===== src/rtl/rxf_pkg.sv =====
// Shared definitions for the address-detect receive filter.
// Assumes characters carry their address marker in the top bit.
package rxf_pkg;
    typedef enum logic {
        RXF_DROP = 1'b0,
        RXF_KEEP = 1'b1
    } rxf_verdict_e;
endpackage


===== src/rtl/rxf_ctl.sv =====
// Holds the address-detect enable bit written by software.
// Assumes en_wr is a single-cycle strobe; reset value is 0.
module rxf_ctl (
    input  logic clk,
    input  logic rst_n,
    input  logic en_wr,
    input  logic en_wdata,
    output logic en_q
);
    // Load the enable bit on a software write.
    always_ff @(posedge clk) begin
        if (!rst_n)
            en_q <= 1'b0;
        else if (en_wr)
            en_q <= en_wdata;
    end
endmodule


===== src/rtl/rxf_gate.sv =====
// Decides whether a completed character is passed on or discarded.
// Assumes en_q is the registered enable so a same-cycle write is not seen.
module rxf_gate
    import rxf_pkg::*;
#(
    parameter int CHAR_W = 9
) (
    input  logic              char_valid,
    input  logic [CHAR_W-1:0] char_data,
    input  logic              en_q,
    output rxf_verdict_e      verdict,
    output logic              accept
);
    localparam int MARK_BIT = CHAR_W - 1;

    // Keep a character when filtering is off or it carries the address mark.
    always_comb begin
        verdict = (!en_q || char_data[MARK_BIT]) ? RXF_KEEP : RXF_DROP;
        accept  = char_valid && (verdict == RXF_KEEP);
    end
endmodule


===== src/rtl/rxf_hold.sv =====
// Single-entry holding register with valid, sticky interrupt and overrun.
// Assumes accept and rd are single-cycle strobes; accept wins over rd.
module rxf_hold #(
    parameter int CHAR_W = 9
) (
    input  logic              clk,
    input  logic              rst_n,
    input  logic              accept,
    input  logic [CHAR_W-1:0] char_data,
    input  logic              rd,
    output logic [CHAR_W-1:0] data_q,
    output logic              valid_q,
    output logic              irq_q,
    output logic              ovr_q
);
    // Capture accepted data; a read empties the register and clears flags.
    always_ff @(posedge clk) begin
        if (!rst_n) begin
            data_q  <= '0;
            valid_q <= 1'b0;
            irq_q   <= 1'b0;
            ovr_q   <= 1'b0;
        end else if (accept) begin
            data_q  <= char_data;
            valid_q <= 1'b1;
            irq_q   <= 1'b1;
            ovr_q   <= rd ? 1'b0 : (ovr_q | valid_q);
        end else if (rd) begin
            valid_q <= 1'b0;
            irq_q   <= 1'b0;
            ovr_q   <= 1'b0;
        end
    end
endmodule


===== src/rtl/rxf_addr_filter.sv =====
// Top of the multidrop receive filter: enable bit, gate and holding register.
// Assumes one character strobe per cycle at most; software matches addresses.
module rxf_addr_filter
    import rxf_pkg::*;
#(
    parameter int CHAR_W = 9
) (
    input  logic              clk,
    input  logic              rst_n,
    input  logic              char_valid,
    input  logic [CHAR_W-1:0] char_data,
    input  logic              en_wr,
    input  logic              en_wdata,
    input  logic              data_rd,
    output logic              addr_det_en,
    output logic [CHAR_W-1:0] rx_data,
    output logic              rx_valid,
    output logic              rx_irq,
    output logic              rx_ovr
);
    logic         en_q;
    logic         accept;
    rxf_verdict_e verdict;

    rxf_ctl u_ctl (
        .clk      (clk),
        .rst_n    (rst_n),
        .en_wr    (en_wr),
        .en_wdata (en_wdata),
        .en_q     (en_q)
    );

    rxf_gate #(.CHAR_W(CHAR_W)) u_gate (
        .char_valid (char_valid),
        .char_data  (char_data),
        .en_q       (en_q),
        .verdict    (verdict),
        .accept     (accept)
    );

    rxf_hold #(.CHAR_W(CHAR_W)) u_hold (
        .clk       (clk),
        .rst_n     (rst_n),
        .accept    (accept),
        .char_data (char_data),
        .rd        (data_rd),
        .data_q    (rx_data),
        .valid_q   (rx_valid),
        .irq_q     (rx_irq),
        .ovr_q     (rx_ovr)
    );

    assign addr_det_en = en_q;
endmodule


===== config.mk =====
export PLATFORM = sky130hd
export DESIGN_NAME = rxf_addr_filter
export DESIGN_NICKNAME = d
export VERILOG_FILES = /design/src/rtl/rxf_pkg.sv /design/src/rtl/rxf_ctl.sv /design/src/rtl/rxf_gate.sv /design/src/rtl/rxf_hold.sv /design/src/rtl/rxf_addr_filter.sv
export SDC_FILE = /design/constraint.sdc
export NUM_CORES = 1
export LEC_CHECK = 0
export BUFFER_PORTS_ARGS = -buffer_cell sky130_fd_sc_hd__buf_4
export CORE_AREA = 5 5 42 44
export CTS_BUF_LIST = sky130_fd_sc_hd__clkbuf_16
export DETAILED_ROUTE_END_ITERATION = 8
export DIE_AREA = 0 0 47 49
export PLACE_DENSITY = 0.76
export SLEW_MARGIN = 0
export SYNTH_ARGS = -nofsm -noshare
export SYNTH_HDL_FRONTEND = slang
export SYNTH_SLANG_ARGS = --single-unit

===== constraint.sdc =====
create_clock -name clk -period 1.05 [get_ports clk]
set_input_delay 0.1575 -clock clk [delete_from_list [all_inputs] [get_ports clk]]
set_output_delay 0.1575 -clock clk [all_outputs]
set_load 0.02 [all_outputs]

==> results of run 1 <==
-- critical path, delay by kind of cell, from the launching register on --
kind	cells	cell delay (ps)
DFF	1	320
muxes	1	200
and+or+nand+nor	2	320
-- kinds of logic after synthesis --
| family | Yosys count | share of synthesized area |
|---|---|---|
| buffers and inverters | 5 | 0.0642 |
| AND/OR/NAND/NOR | 22 | 0.203 |
| multiplexers | 9 | 0.185 |
| flip-flops | 12 | 0.494 |
| AO/OA/AOI/OAI | 4 | 0.0540 |
-- report_power, final --
part,switching [mW],internal (mW)
clock,0.170,0.493
sequential,0.0171,0.488
combinational,0.0944,0.102
total,0.282,1.08
-- synthesized netlist by cell type, types with 2 or more instances --
cell type / instances / area, um^2
mux2i_1: 9 / 90.1
dfxtp_1: 12 / 240
nand2_1: 17 / 63.8
nor2b_1: 2 / 12.5
-- routing by layer --
layer | up-vias | global-route usage | wire length [um]
met1 | 183 | 0.126 | 482
met2 | 21 | 0.136 | 470
met5 | - | 0 | 0
li1 | 220 | - | -
met4 | 0 | 0.0553 | 15
met3 | 2 | 0.0627 | 105
-- worst paths after layout --
check,startpoint,end,slack [ps],depth (start not counted)
min,data_rd,u_hold.ovr_q,90,2
min reg2reg,u_hold.data_q[3],u_hold.data_q[3],460,2
max reg2reg,u_ctl.en_q,u_hold.data_q[6],130,3
max,u_ctl.en_q,u_hold.data_q[6],130,3
-- layout make-up --
cell class	instances	area (um^2)	area share
Tap cell	16	20.0	0.0264
Sequential cell	12	241	0.318
Clock buffer	3	75.1	0.0990
Multi-Input combinational cell	35	215	0.284
Inverter	1	3.75	0.00495
Timing Repair Buffer	27	203	0.267
-- flip-flops by register name (all words and copies together) (netlist names) --
signal	flops
u_hold.data_q	9
u_ctl.en_q	1
u_hold.irq_q	1
u_hold.ovr_q	1
-- through the flow --
step / cell area, um^2 / hold WS (ps)
detailed placement: 683 / 335
finish: 758 / 90.6
global placement: 683 / 333
floorplan: 488 / 234
CTS: 758 / 87.9
global route: 758 / 90.2
==> flow_summary_export.csv, run 1 <==
group,metric,value,unit
die,num_rows,14,
run_status,status,"finished, final reports clean",
drt,routed_wl,1070,um
global_route,grt_max_degree,21,
power_and_ir_drop,p_leak,0.372,nW
sta,hold_viol,0,
die,core,1400,um^2
cts,postCtsSetupBuffers,0,
power_and_ir_drop,power,1.36,mW
placement,detailed_place_hpwl,801,um
cts,cts_made_buffers,3,
drt,vias_per_cell,4.53,
power_and_ir_drop,power.density,1800,nW/um^2
global_route,grt_usage,0.103,
layout,num-fill-cells,140,
drt,drcViolationCount,0,
cts,clockBufferDepth,2,
cts,cts_resized,0,
synthesis,seq_area_frac_synth,0.494,
placement,post-place-cells,91,
cts,cts_tree,"done",
cts,clkSinkCount,12,
placement,routabilityCongestion,0.734,
synthesis,ys_types,16,
synthesis,synth_fp_nets,67,
sta,fmax,1090,MHz
synthesis,syn_area,487,um^2
layout,stdcell_count,94,
layout,antennaDiodeCount,0,
global_route,grt_pass1_wl,1690,um
worst_setup_path,arrival,1080,ps
sta,min_period_over_period,0.872,
cts,root_buffer,"clkbuf_16",
sta,finalSetupViolations,0,
synthesis,synth_seq_cells,12,
sta,fin_crit,916,ps
die,die_area,2300,um^2
drt,ant_nets,0,
sta,finalMaxSlewViolations,0,
drt,dr.first_iter.drc_count,3,
worst_setup_path,crit_path_top_delay_cell,"dfxtp_2",
synthesis,async_flop_share,0,
worst_setup_path,cpPeakStageDelay,320,ps
placement,pre_cts_ws,119,ps
placement,io_buffer_count,27,
cts,htree_levels,1,
synthesis,yosys_warnings,0,
global_route,grt_antenna_before_repair,0,
synthesis,ys.flop_type,"dfxtp_1",
worst_setup_path,crit_type,"flop to flop",
drt,routedWlPerCell,11.4,um
layout,drive_gt1_frac,0.410,
drt,num_vias,426,
layout,nets,95,
sta,timing.final.ws_setup,134,ps
sta,tightest_slew,180,ps
worst_setup_path,crit_path_end_kind,"flop",
die,fp.dieW,47,um
sta,relSlewSlack,0.880,
worst_hold_path,hold_class,"input port to flop",
worst_setup_path,path_max_fanout,9,
worst_setup_path,cp-start-kind,"flop",
global_route,grt_pass1_vias,425,
worst_setup_path,crit_required,1210,ps
cts,cts_hold_buf,0,
synthesis,synth_area_per_cell,9.36,um^2
sta,rsz0062_at_grt,"false",
layout,final_cell_mix,"27 x buf_4, 17 x nand2_1, 11 x dfxtp_1",
power_and_ir_drop,irDropWorstVdd,0.00105,V
die,die_h,49,um
worst_setup_path,crit_path_cell_trace,"nand2b_1 -> and2_4 -> mux2i_1",
synthesis,synth_cells,52,
layout,final_common_cell,"buf_4",
sta,tns,0,ps
sta,skew,1.45,ps
die,initial_core_util,0.347,
cts,clock_latency,230,ps
job,cap_violations,0,
layout,fin_util,0.541,
synthesis,synth-edff-count,0,
drt,drtPass1Iterations,4,
global_route,grt-ovfl-total,0,
cts,clkTransAtPathRegs,40,ps
layout,area_growth,55.8,%
die,io_pins,28,
Note: power is estimated with default switching activity, not from simulation.
==> inputs of run 2 (changes only) <==
Settings changed: ABC_CLOCK_PERIOD_IN_PS set to 1000.
Clock period 1.05 ns to 1 ns, I/O delays scaled along.
==> run 2 against run 1 <==
  * Clock skew grew 2.2 ps
  * Setup slack lost 100 ps
  * Largest cell class unchanged
  * Critical endpoint is now u_hold.irq_q
  * Clock-buffer cell count is the same
  * First-iteration DRC count grew 67%
  * Final cell count grew 2.1%
==> flow_summary_export.csv, run 2 (synthesis gave the netlist of run 1 again) <==
group,metric,value,unit
sta,finalMaxSlewViolations,0,
drt,routedWlPerCell,10.9,um
cts,clkTransAtPathRegs,40,ps
worst_hold_path,hold_class,"input port to flop",
drt,vias_per_cell,4.46,
die,die_area,2300,um^2
cts,clockBufferDepth,2,
run_status,status,"finished, final reports clean",
cts,clock_latency,240,ps
worst_hold_path,whs_path_depth,2,
sta,finalSetupViolations,0,
placement,post-place-cells,91,
worst_setup_path,cp-start-kind,"flop",
sta,hold_slack,80.8,ps
die,io_pins,28,
cts,cts_made_buffers,3,
sta,fmax,1030,MHz
die,fp.dieW,47,um
drt,num_vias,428,
drt,ant_nets,0,
worst_setup_path,crit_type,"flop to flop",
layout,nets,96,
layout,drive_gt1_frac,0.413,
die,die_h,49,um
die,num_rows,14,
sta,skew,3.63,ps
sta,min_period_over_period,0.969,
worst_setup_path,crit_required,1130,ps
sta,hold_viol,0,
worst_setup_path,arrival,1100,ps
drt,drtPass1Iterations,3,
cts,cts_hold_buf,0,
layout,final_common_cell,"buf_4",
cts,cts_resized,0,
layout,antennaDiodeCount,0,
global_route,grt_usage,0.100,
layout,regMostFlops,"u_hold.data_q",
sta,fin_crit,969,ps
worst_setup_path,reg2reg_depth,3,
global_route,grt_antenna_before_repair,0,
die,initial_core_util,0.347,
power_and_ir_drop,irDropWorstVdd,0.00143,V
job,cap_violations,0,
layout,stdcell_count,96,
cts,clkSinkCount,12,
cts,root_buffer,"clkbuf_16",
layout,final_cell_mix,"27 x buf_4, 17 x nand2_1, 11 x dfxtp_1",
worst_setup_path,crit_path_end_kind,"flop",
drt,dr.first_iter.drc_count,5,
global_route,grt_pass1_wl,1720,um
power_and_ir_drop,power.density,1880,nW/um^2
placement,routabilityCongestion,0.709,
worst_setup_path,path_max_fanout,4,
cts,cts_tree,"done",
layout,multi_input_area,223,um^2
layout,num-fill-cells,141,
global_route,grt_max_degree,21,
placement,io_buffer_count,27,
drt,routed_wl,1050,um
placement,detailed_place_hpwl,779,um
global_route,grt_pass1_vias,459,
layout,area_growth,58.6,%
drt,drcViolationCount,0,
global_route,grt-ovfl-total,0,
power_and_ir_drop,power,1.45,mW
die,core,1400,um^2
power_and_ir_drop,p_leak,0.377,nW
sta,tightest_slew,174,ps
layout,seqCellArea,244,um^2
layout,largest_reg_flops,9,
cts,postCtsSetupBuffers,0,
sta,relSlewSlack,0.884,
cts,htree_levels,1,
==> run 2: critical path: stages (launching register included) <==
cell and delay (ps):
dfxtp_4 350, nand2b_1 90, and2_2 250, o21a_1 190
==> run 2: power by group <==
group | switching, mW | leakage [nW] | internal [mW] | total [mW]
sequential | 0.0173 | 0.0996 | 0.510 | 0.527
clock | 0.193 | 0.0385 | 0.525 | 0.718
combinational | 0.100 | 0.239 | 0.109 | 0.210
total | 0.310 | 0.377 | 1.14 | 1.45
==> run 2: metrics by stage <==
stage | setup slack [ps] | cell area [um^2] | TNS [ps] | utilization
after floorplan | 10.6 | 490 | 0 | -
after global placement | 84.8 | 686 | 0 | 0.489
after detailed placement | 62.3 | 686 | 0 | 0.489
after CTS | 48.7 | 764 | 0 | 0.546
after global routing | -6.02 | 772 | -6.02 | 0.551
final | 31.5 | 772 | 0 | 0.551
==> run 2: final cells by class <==
| type | count | share of cell area |
|---|---|---|
| clock buffers | 3 | 0.0972 |
| flip-flops and latches | 12 | 0.316 |
| repair buffers | 27 | 0.263 |
| clock inverters | 1 | 0.00486 |
| inverters | 1 | 0.00486 |
| well taps | 16 | 0.0259 |
| multi-input cells | 36 | 0.288 |
==> run 2: per-layer routing <==
metal  track usage  wire, um
met5             0         0
met4        0.0276         0
met1         0.106       450
met3        0.0590       107
met2         0.163       492
==> run 2: path summary, 6_finish.rpt <==
kind	start	endpoint	slack [ps]
setup / recovery	u_ctl.en_q	u_hold.irq_q	30
hold / removal	data_rd	u_hold.ovr_q	80
setup reg to reg	u_ctl.en_q	u_hold.irq_q	30
hold reg to reg	u_hold.data_q[7]	u_hold.data_q[7]	460
